File: src/rtl/pgc_pkg.sv
package pgc_pkg;

  // Control events derived from the comparator and protection flags
  typedef struct packed {
    logic lockout;  // any whole-period lockout flag is up
    logic kill;     // latch must be cleared this cycle
    logic arm;      // latch may be set this cycle
  } pgc_ctl_t;

  // Set/reset latch with dominant clear
  function automatic logic latch_next(input logic q, input logic set_i, input logic clr_i);
    if (clr_i)      return 1'b0;
    else if (set_i) return 1'b1;
    else            return q;
  endfunction

  // Period bookkeeping: value of the "switched" record at a period boundary
  function automatic logic period_seen(input logic seen_q, input logic gate_now);
    return seen_q | gate_now;
  endfunction

endpackage

File: src/rtl/pgc_fault_merge.sv
module pgc_fault_merge
  import pgc_pkg::*;
#(
  parameter int LOCK_W = 3
) (
  input  logic              ramp_start,
  input  logic              cmp_trip,
  input  logic              oc_flag,
  input  logic [LOCK_W-1:0] lock_flags,
  output pgc_ctl_t          ctl
);
  logic any_lock;

  always_comb begin
    any_lock = 1'b0;
    for (int i = 0; i < LOCK_W; i++) any_lock = any_lock | lock_flags[i];
  end

  always_comb begin
    ctl.lockout = any_lock;
    ctl.kill    = cmp_trip | oc_flag | any_lock;
    ctl.arm     = ramp_start & ~any_lock;
  end
endmodule

File: src/rtl/pgc_on_latch.sv
module pgc_on_latch
  import pgc_pkg::*;
(
  input  logic clk,
  input  logic rst_n,
  input  logic set_i,
  input  logic clr_i,
  output logic latch_q,
  output logic gate_on
);
  always_ff @(posedge clk) begin
    if (!rst_n) latch_q <= 1'b0;
    else        latch_q <= latch_next(latch_q, set_i, clr_i);
  end

  // Dominant reset also masks the output in the clearing cycle itself
  assign gate_on = latch_q & ~clr_i;
endmodule

File: src/rtl/pgc_period_track.sv
module pgc_period_track
  import pgc_pkg::*;
(
  input  logic clk,
  input  logic rst_n,
  input  logic period_start,
  input  logic gate_on,
  input  logic lockout,
  output logic last_on_q,
  output logic status_ok
);
  logic seen_q;

  always_ff @(posedge clk) begin
    if (!rst_n) begin
      seen_q    <= 1'b0;
      last_on_q <= 1'b0;
    end else if (period_start) begin
      last_on_q <= period_seen(seen_q, gate_on);
      seen_q    <= 1'b0;
    end else begin
      seen_q    <= period_seen(seen_q, gate_on);
    end
  end

  assign status_ok = last_on_q & ~lockout;
endmodule

File: src/rtl/pwm_gate_ctrl.sv
module pwm_gate_ctrl
  import pgc_pkg::*;
#(
  parameter int LOCK_W = 3
) (
  input  logic clk,
  input  logic rst_n,
  input  logic ramp_start,
  input  logic cmp_trip,
  input  logic oc_flag,
  input  logic ov_flag,
  input  logic uv_flag,
  input  logic ot_flag,
  output logic gate_on,
  output logic status_ok
);
  pgc_ctl_t          ctl;
  logic [LOCK_W-1:0] lock_flags;
  logic              latch_q;
  logic              last_on_q;
  logic              evt_kill;
  logic              evt_arm;
  logic              evt_lock;

  assign lock_flags = LOCK_W'({ot_flag, uv_flag, ov_flag});

  pgc_fault_merge #(.LOCK_W(LOCK_W)) u_merge (
    .ramp_start (ramp_start),
    .cmp_trip   (cmp_trip),
    .oc_flag    (oc_flag),
    .lock_flags (lock_flags),
    .ctl        (ctl)
  );

  assign evt_kill = ctl.kill;
  assign evt_arm  = ctl.arm;
  assign evt_lock = ctl.lockout;

  pgc_on_latch u_latch (
    .clk     (clk),
    .rst_n   (rst_n),
    .set_i   (evt_arm),
    .clr_i   (evt_kill),
    .latch_q (latch_q),
    .gate_on (gate_on)
  );

  pgc_period_track u_track (
    .clk          (clk),
    .rst_n        (rst_n),
    .period_start (ramp_start),
    .gate_on      (gate_on),
    .lockout      (evt_lock),
    .last_on_q    (last_on_q),
    .status_ok    (status_ok)
  );
endmodule

File: config.mk
export PLATFORM = sky130hd
export DESIGN_NAME = pwm_gate_ctrl
export DESIGN_NICKNAME = d
export VERILOG_FILES = /design/src/rtl/pgc_pkg.sv /design/src/rtl/pgc_fault_merge.sv /design/src/rtl/pgc_on_latch.sv /design/src/rtl/pgc_period_track.sv /design/src/rtl/pwm_gate_ctrl.sv
export SDC_FILE = /design/constraint.sdc
export NUM_CORES = 1
export LEC_CHECK = 0
export BUFFER_PORTS_ARGS = -buffer_cell sky130_fd_sc_hd__buf_2
export CORE_AREA = 2 2 39 41
export CTS_CLUSTER_DIAMETER = 200
export DETAILED_ROUTE_END_ITERATION = 6
export DIE_AREA = 0 0 41 43
export PLACE_DENSITY_LB_ADDON = 0.08
export RECOVER_POWER = 50
export SLEW_MARGIN = 10
export SYNTH_ARGS = -nofsm -noshare
export SYNTH_HDL_FRONTEND = slang
export SYNTH_SLANG_ARGS = --single-unit
File: constraint.sdc
create_clock -name clk -period 1.1 [get_ports clk]
set_input_delay 0 -clock clk [delete_from_list [all_inputs] [get_ports clk]]
set_output_delay 0 -clock clk [all_outputs]
set_load 0.02 [all_outputs]
==> summary.txt, run 1 <==
Setup path
  • Crit path max-delay cell type: dfxtp_1
  • Required @ worst endpoint: between 1 and 1.5 ns
  • Critical path fanouts, max: 3
  • CP top delay family: flip-flops
  • Reg-to-Reg End: u_track.seen_q
  • Arr. time, crit path: approximately 0.86 ns
  • Slowest cell delay on critical path: 0.33 ns
  • Critical path class: flop to output pin
  • CP Buf/Inv Count: 1
  • FF-to-FF Start: u_latch.latch_q
  • R2r worst-path depth: 2
  • Crit path launch type: flop
  • R2R Setup Slk: approximately 0.40 ns
  • Worst path cell trace: and3_1 -> buf_2
  • CP endpoint kind: output pin

Clock tree
  • CTS Buf Count: 3
  • Number of setup buffers added after CTS: 0
  • CTS tree: yes
  • Hold Buf Count CTS: 1
  • Clock Path Buffers: 2
  • Htree depth: 1
  • Worst-skew pair later-pin latency: roughly 0.23 ns
  • CTS clk-pin slew, worst paths: 0.04 ns
  • Post-CTS sizing: 0
  • Root Buffer: clkbuf_4
  • Clock sink count: 3

Pwr
  • Leakage: 0.000102 µW
  • Pint: ~260 µW
  • Combinational power share: 7.7%
  • Net Switching: 67.3 µW
  • Seq pwr share: 34.1%
  • Clock power share: 58.2%
  • Power density over the cells: 1480 nW/µm²
  • Switching share of power: 20.5%
  • VDD IR-drop max: 0.199 mV

Synth
  • Post-Syn Instances: 12
  • Syn_nets: 20
  • Leading area contributor after synthesis: dfxtp_1
  • Synth area leaders: dfxtp_1, nor3b_2, o2111a_1
  • Mapped Area: 126 µm²
  • Syn. warnings: 0
  • Synth top area share: 47.5%
  • Synth Register Bits: 3
  • Sequential-to-total area share from yosys stat: roughly 48%
  • Mean area per synthesized cell: 10.5 µm²
  • Synth cell types: 10

Timing
  • Final Hold Viols: 0
  • Final setup viols: 0
  • Hold slack: a little under 0.04 ns
  • Tcrit/Tclk final: 78.6%
  • Unrepaired setup endpoints after global routing: false
  • Slew HR: between 80% and 90%
  • Least-Margin Pin Slew: 0.255 ns
  • Slew Viols, Final: 0
  • Fin Clk Skew: about 0.0015 ns
  • Final min period: ~0.86 ns
  • TNS Setup: 0 ns
  • Max frequency: between 1000 and 1500 MHz

Flow run
  • Max-Cap Viols: 0

Detailed routing
  • Post-DRT Antenna Nets: 0
  • Wire length per cell: 8.76 µm
  • Drt via density: 3.45
  • Drt first pass iters: 1
  • Detailed-route DRC error count: 0
  • Final WL: 368 µm
  • Vias: approximately 150
  • DR iter-0 viols: 0

Final layout
  • Commonest cells after routing, fill and taps aside: buf_2, clkbuf_4, dfxtp_1
  • Area grow syn2layout: 75.2%
  • Diodes inserted: 0
  • Layout cells sized above 1: 46.2%
  • Nets@finish: 35
  • Most common cell after layout, fill and taps aside: buf_2

Outcome
  • Outcome: completed

GRT
  • Global-route wire length before repair: 558 µm
  • Global route overflow: 0
  • Largest net degree at the start of global routing: 5
  • Initial antenna violation count: 0
  • Vias in the first global route: ~170
  • GRT Overall Usage: 5.51%

Die
  • Width of the die: 41 µm
  • Die Area: 1760 µm²
  • # IOs: 10
  • Initial core utilization: around 9.1%
  • Die H: 43 µm
  • Row count: 14
  • Core footprint: 1380 µm²

Hold path
  • Hold crit path type: input pin to flop
  • Hold path startpoint: rst_n
  • Hold depth: 3
  • Endpoint of the worst hold path: u_track.last_on_q

Placement
  • Port Buf Inserts: 9
  • RD Place Congestion: 0.510
==> how the worst max path moves through the flow <==
stage	to	slack [ns]	cells after the start	startpoint
2_1_floorplan	u_track.last_on_q	0.41	2	u_latch.latch_q
3_3_place_gp	u_track.last_on_q	0.29	4	uv_flag
3_5_place_dp	u_track.seen_q	0.29	4	uv_flag
4_1_cts	gate_on	0.22	2	u_latch.latch_q
5_1_grt	gate_on	0.18	2	u_latch.latch_q
6_report	gate_on	0.24	2	u_latch.latch_q
==> power by group through the flow <==
stage / combinational [µW] / clock [µW] / sequential, µW
2_1_floorplan: 6.81 / 0 / 114
3_3_place_gp: 24.0 / 0 / 114
3_5_place_dp: 23.9 / 0 / 114
4_1_cts: 26.9 / 202 / 112
5_1_grt: 28.6 / 207 / 112
6_report: 25.3 / 191 / 112
==> sequential cells by signal, indices dropped and copies added, names as in the netlist <==
| register | flops |
|---|---|
| u_track.last_on_q | 1 |
| u_track.seen_q | 1 |
| u_latch.latch_q | 1 |
==> area by class of cell <==
class / count / area, µm²
fill: 168 / 1160
sequential: 3 / 60.1
clock buffer: 4 / 26.3
tap: 16 / 20.0
multi-input combinational: 9 / 61.3
timing repair buffer: 10 / 53.8
==> per-layer routing <==
metal	vias to the layer above	GRT usage (%)	part of all wire, %
met5	-	0	0
met4	0	10.0	5.2
met3	2	1.57	14
met2	10	7.81	49
met1	60	3.82	32
li1	73	-	-
==> cells by family (layout without fill, tap and decap cells) <==
logic type,count (synthesis),in the layout,synth area share [%]
compound gates,4,4,21.8
buf+inv,0,14,0
flops,3,3,47.5
simple gates,5,5,30.7
==> Yosys cell counts (all sizes together) <==
| library cell | n |
|---|---|
| a21oi | 1 |
| a31oi | 1 |
| and2 | 1 |
| and3 | 1 |
| dfxtp | 3 |
| nor2 | 1 |
| nor3 | 1 |
| nor3b | 1 |
| o2111a | 1 |
| o21ai | 1 |
==> through the flow <==
stage	setup WS, ns	instance area (µm²)	instances	utilization (%)	total power [µW]
floorplan	0.412	126	12	-	120
global placement	0.294	191	37	13.8	138
detailed placement	0.292	191	37	13.8	138
CTS	0.216	228	42	16.5	341
global route	0.176	221	42	16.0	348
finish	0.235	221	42	16.0	329
==> tightest hold or removal path: stages <==
cell and delay, ns:
buf_2 0.11, o21ai_0 0.07, a21oi_1 0.04
Note: power is estimated with default switching activity, not from simulation.
==> run 2, diff against run 1 <==
==> constraint.sdc (replaced) <==
create_clock -name clk -period 0.9 [get_ports clk]
set_input_delay 0 -clock clk [delete_from_list [all_inputs] [get_ports clk]]
set_output_delay 0 -clock clk [all_outputs]
set_load 0.02 [all_outputs]
==> summary.txt, run 2 (same netlist as run 1, synthesis figures left out) <==
Die
  • Die H: 43 µm (unchanged)
  • Core footprint: 1380 µm² (unchanged)
  • Width of the die: 41 µm (unchanged)
  • # IOs: 10 (unchanged)
  • Die Area: 1760 µm² (unchanged)
  • Row count: 14 (unchanged)
  • Initial core utilization: 9.13% (unchanged)

Setup path
  • Required @ worst endpoint: 0.90 ns (was 1.10 ns)
  • Critical path class: flop to output pin (unchanged)
  • Worst path cell trace: and3_1 -> buf_4 (was and3_1 -> buf_2)
  • Critical path fanouts, max: 3 (unchanged)
  • CP endpoint kind: output pin (unchanged)
  • Crit path launch type: flop (unchanged)
  • Slowest cell delay on critical path: 0.31 ns (was 0.33 ns)
  • Arr. time, crit path: 0.82 ns (was 0.86 ns)
  • Crit path max-delay cell type: dfxtp_2 (was dfxtp_1)

Clock tree
  • Htree depth: 1 (unchanged)
  • Clock sink count: 3 (unchanged)
  • CTS Buf Count: 3 (unchanged)
  • Number of setup buffers added after CTS: 0 (unchanged)
  • Clock Path Buffers: 2 (unchanged)
  • Root Buffer: clkbuf_4 (unchanged)
  • Worst-skew pair later-pin latency: 0.23 ns (about the same)
  • CTS tree: yes (unchanged)
  • CTS clk-pin slew, worst paths: 0.03 ns (was 0.04 ns)

Placement
  • Port Buf Inserts: 9 (unchanged)
  • DP Cell Count: 37 (unchanged)
  • RD Place Congestion: 0.521 (was 0.510)

Timing
  • Final setup viols: 0 (unchanged)
  • TNS Setup: 0 ns (unchanged)
  • Slew Viols, Final: 0 (unchanged)
  • Slew HR: 81.8% (was 82.9%)
  • Hold slack: 0.0403 ns (was 0.0389 ns)
  • Final min period: a little over 0.8 ns
  • Fin Clk Skew: 0.00174 ns (was 0.00150 ns)
  • Tcrit/Tclk final: 91.1%
  • Unrepaired setup endpoints after global routing: false (unchanged)
  • Max frequency: 1220 MHz
  • Least-Margin Pin Slew: 0.272 ns (was 0.255 ns)
  • Final Hold Viols: 0 (unchanged)

GRT
  • Largest net degree at the start of global routing: 5 (unchanged)
  • Vias in the first global route: 145 (was 169)
  • Global-route wire length before repair: 496 µm (was 558 µm)
  • GRT Overall Usage: 5.32% (was 5.51%)
  • Initial antenna violation count: 0 (unchanged)
  • Global route overflow: 0 (unchanged)

Pwr
  • Combinational power share: 8.1% (was 7.7%)
  • Clock power share: 57.3% (was 58.2%)
  • Net Switching: 77.0 µW (was 67.3 µW)
  • VDD IR-drop max: 0.313 mV (was 0.199 mV)
  • Power density over the cells: 1720 nW/µm² (was 1480 nW/µm²)
  • Leakage: 0.000104 µW (was 0.000102 µW)
  • Pwr Total: 396 µW (was 329 µW)
  • Switching share of power: 19.4% (was 20.5%)
  • Pint: 319 µW (was 261 µW)
  • Seq pwr share: 34.6% (was 34.1%)

Final layout
  • Area grow syn2layout: 82.2% (was 75.2%)
  • Diodes inserted: 0 (unchanged)
  • Commonest cells after routing, fill and taps aside: buf_2, clkbuf_4, clkbuf_1, dfxtp_1 (was buf_2, clkbuf_4, dfxtp_1)
  • Utilization after layout: 16.6% (was 16.0%)
  • Final std cells w/o fill: 42 (unchanged)
  • Nets@finish: 35 (unchanged)
  • Most common cell after layout, fill and taps aside: buf_2 (unchanged)
  • Layout cells sized above 1: 53.8% (was 46.2%)
  • FILL cells: 173 (was 168)
  • Regs by FF count: u_latch.latch_q: 1 flops, u_track.last_on_q: 1 flops, u_track.seen_q: 1 flops (unchanged)

Detailed routing
  • Wire length per cell: 8.31 µm (was 8.76 µm)
  • DR iter-0 viols: 2 (was 0)
  • Post-DRT Antenna Nets: 0 (unchanged)
  • Vias: 147 (was 145)
  • Drt via density: 3.50 (was 3.45)
  • Detailed-route DRC error count: 0 (unchanged)
  • Final WL: 349 µm (was 368 µm)
  • Drt first pass iters: 4 (was 1)

Outcome
  • Outcome: completed (unchanged)

Hold path
  • Hold crit path type: input pin to flop (unchanged)

Flow run
  • Max-Cap Viols: 0 (unchanged)
==> run 2: cell counts in the layout (fill, tap and decap cells not counted) <==
No cell type changed its count.
==> run 2: metrics by stage <==
step	worst slack, ns	instance area [µm²]
3_5_place_dp	0.0923	191
5_1_grt	0.0365	230
4_1_cts	0.0294	228
2_1_floorplan	0.212	126
6_report	0.0801	230
3_3_place_gp	0.0892	191
==> run 2: path summary, 6_finish.rpt <==
path | startpoint | end | slack, ns | cells past startpoint
worst max-delay path | u_latch.latch_q | gate_on | 0.08 | 2
worst min-delay path | rst_n | u_track.last_on_q | 0.04 | 3
worst max register to register | u_latch.latch_q | u_track.last_on_q | 0.15 | 2
worst min register to register | u_latch.latch_q | u_latch.latch_q | 0.51 | 1
==> run 2: final cells by class <==
class / instances / area (µm²) / area share [%]
Multi-Input combinational cell: 9 / 66.3 / 28.8
Sequential cell: 3 / 61.3 / 26.6
Timing Repair Buffer: 10 / 56.3 / 24.5
Clock buffer: 4 / 26.3 / 11.4
Tap cell: 16 / 20.0 / 8.70
==> run 2: critical path: cells and delay by family (launching register included) <==
kind          cells  cell delay, ns
buf+inv           1            0.15
flops             1            0.31
simple gates      1            0.13
==> run 2: metal layers <==
| layer | GRT usage [%] | wire length [µm] | share of wire (%) |
|---|---|---|---|
| met2 | 6.56 | 165 | 47 |
| met1 | 3.53 | 114 | 33 |
| met5 | 0 | 0 | 0 |
| met4 | 12.0 | 19 | 5.4 |
| met3 | 1.57 | 50 | 14 |
==> run 2: power groups by stage <==
stage,registers (µW),logic (µW),clock network (µW)
2_1_floorplan,139,8.33,0
3_3_place_gp,139,28.8,0
3_5_place_dp,139,29.6,0
4_1_cts,137,33.0,242
5_1_grt,137,36.7,246
6_report,137,31.9,227
==> run 2: repair_timing <==
| action | in CTS | in global routing |
|---|---|---|
| gates resized for setup | 0 | 2 |
| hold endpoints to repair | 1 | 0 |
| endpoints found under the setup margin | 0 | 1 |
| hold buffers | 1 | 0 |
==> run 3, diff against run 2 <==
==> constraint.sdc (replaced) <==
create_clock -name clk -period 0.9 [get_ports clk]
set_input_delay 0.09 -clock clk [delete_from_list [all_inputs] [get_ports clk]]
set_output_delay 0.09 -clock clk [all_outputs]
set_load 0.02 [all_outputs]
==> summary.txt, run 3 (same netlist as run 1, synthesis figures left out) <==
GRT
  • Vias in the first global route: 150 (was 145)
  • GRT Overall Usage: 4.80% (was 5.32%)
  • Global-route wire length before repair: 476 µm (was 496 µm)
  • Initial antenna violation count: 0 (unchanged)
  • Largest net degree at the start of global routing: 5 (unchanged)
  • Global route overflow: 0 (unchanged)

Setup path
  • Crit path launch type: flop (unchanged)
  • Critical path class: flop to output pin (unchanged)
  • Arr. time, crit path: 0.82 ns (about the same)
  • CP endpoint kind: output pin (unchanged)
  • Critical path fanouts, max: 2 (was 3)
  • Required @ worst endpoint: 0.81 ns (was 0.90 ns)

Final layout
  • Regs by FF count: u_latch.latch_q: 1 flops, u_track.last_on_q: 1 flops, u_track.seen_q: 1 flops (unchanged)
  • Diodes inserted: 0 (unchanged)
  • Area grow syn2layout: 98.0% (was 82.2%)
  • Most common cell after layout, fill and taps aside: buf_2 (unchanged)
  • Layout cells sized above 1: 65.4% (was 53.8%)
  • Nets@finish: 35 (unchanged)
  • Commonest cells after routing, fill and taps aside: buf_2, clkbuf_4, buf_6, dfxtp_1 (was buf_2, clkbuf_4, clkbuf_1, dfxtp_1)

Pwr
  • Seq pwr share: 34.3% (was 34.6%)
  • Clock power share: 57.2% (was 57.3%)
  • Pint: 319 µW (about the same)
  • Net Switching: 80.1 µW (was 77.0 µW)
  • VDD IR-drop max: 0.340 mV (was 0.313 mV)
  • Leakage: 0.000110 µW (was 0.000104 µW)
  • Power density over the cells: 1600 nW/µm² (was 1720 nW/µm²)
  • Combinational power share: 8.5% (was 8.1%)
  • Switching share of power: 20.1% (was 19.4%)

Die
  • Core footprint: 1380 µm² (unchanged)
  • Die Area: 1760 µm² (unchanged)
  • Die H: 43 µm (unchanged)
  • Width of the die: 41 µm (unchanged)
  • Row count: 14 (unchanged)
  • Initial core utilization: 9.13% (unchanged)
  • # IOs: 10 (unchanged)

Detailed routing
  • Vias: 154 (was 147)
  • Wire length per cell: 8.10 µm (was 8.31 µm)
  • Detailed-route DRC error count: 0 (unchanged)
  • DR iter-0 viols: 4 (was 2)
  • Final WL: 340 µm (was 349 µm)
  • Drt via density: 3.67 (was 3.50)
  • Post-DRT Antenna Nets: 0 (unchanged)
  • Drt first pass iters: 3 (was 4)

Clock tree
  • Worst-skew pair later-pin latency: 0.23 ns (about the same)
  • CTS Buf Count: 3 (unchanged)
  • Clock sink count: 3 (unchanged)
  • CTS clk-pin slew, worst paths: 0.04 ns (was 0.03 ns)
  • Hold Buf Count CTS: 0 (was 1)
  • Clock Path Buffers: 2 (unchanged)
  • CTS tree: yes (unchanged)
  • Htree depth: 1 (unchanged)
  • Root Buffer: clkbuf_4 (unchanged)

Flow run
  • Max-Cap Viols: 0 (unchanged)

Outcome
  • Failing checks: negative setup slack
  • Outcome: complete, but fails checks (was completed)

Timing
  • Fin Clk Skew: 0.00338 ns (was 0.00174 ns)
  • Least-Margin Pin Slew: 0.242 ns (was 0.272 ns)
  • Slew HR: 83.8% (was 81.8%)
  • Slew Viols, Final: 0 (unchanged)
  • Tcrit/Tclk final: 101% (was 91.1%)
  • Unrepaired setup endpoints after global routing: true (was false)
  • Max frequency: 1100 MHz (was 1220 MHz)
  • Final min period: 0.907 ns (was 0.820 ns)
  • Worst setup margin: -0.00687 ns (was 0.0801 ns)
  • TNS Setup: -0.00687 ns (was 0 ns)
  • Final setup viols: 1 (was 0)
  • Final Hold Viols: 0 (unchanged)

Placement
  • Port Buf Inserts: 9 (unchanged)
  • Post-Place Setup Slack: 0.0202 ns (was 0.0923 ns)
  • RD Place Congestion: 0.502 (was 0.521)

Hold path
  • Hold crit path type: input pin to flop (unchanged)
==> run 3: cell types whose count changed in the layout (fill, tap and decap cells not counted), sizes merged <==
cell         before  now
dlygate4sd3       1    0
clkbuf            5    4
buf               8   10
==> run 3: power by group through the flow <==
stage,sequential (µW),combinational (µW),clock (µW)
detailed placement,139,28.8,0
global route,137,37.1,264
global placement,139,28.6,0
finish,137,33.8,228
floorplan,139,8.33,0
CTS,137,30.1,241
==> run 3: what timing repair did <==
action,in CTS,in global routing
buffers inserted,1,0
resized for setup,5,2
cloned,0,0
setup endpoints to repair,2,3
==> run 3: cell type report <==
type / count / area, µm²
sequential: 3 / 61.3
clock buffer: 4 / 26.3
timing repair buffer: 10 / 65.1
multi-input combinational: 9 / 77.6
fill: 156 / 1130
tap: 16 / 20.0
==> run 3: metrics by stage <==
stage	util [%]	total power, µW	std cells	cell area, µm²	hold slack, ns
5_1_grt	18.1	439	42	250	0.0699
6_report	18.1	399	42	250	0.0793
3_3_place_gp	13.8	168	37	191	0.320
4_1_cts	17.4	408	42	240	0.0695
2_1_floorplan	-	147	12	126	0.160
3_5_place_dp	13.8	168	37	191	0.315
==> run 3: routing by layer <==
| layer | track usage (%) | share of wire [%] | vias up |
|---|---|---|---|
| li1 | - | - | 74 |
| met5 | 0 | 0 | - |
| met2 | 6.88 | 49 | 8 |
| met4 | 6.00 | 0 | 0 |
| met1 | 2.55 | 34 | 72 |
| met3 | 4.71 | 17 | 0 |
==> run 3: critical path, cell delays in order (launching register included) <==
cell	delay, ns
dfxtp_2	0.31
and3_4	0.16
buf_6	0.11
==> run 3: path summary, 6_finish.rpt <==
path,from,end,cells after the start,slack [ns]
worst max-delay path,u_latch.latch_q,gate_on,2,-0.007
worst min-delay path,ramp_start,u_track.seen_q,2,0.08
worst max register to register,u_latch.latch_q,u_track.last_on_q,3,0.04
worst min register to register,u_track.last_on_q,u_track.last_on_q,2,0.53
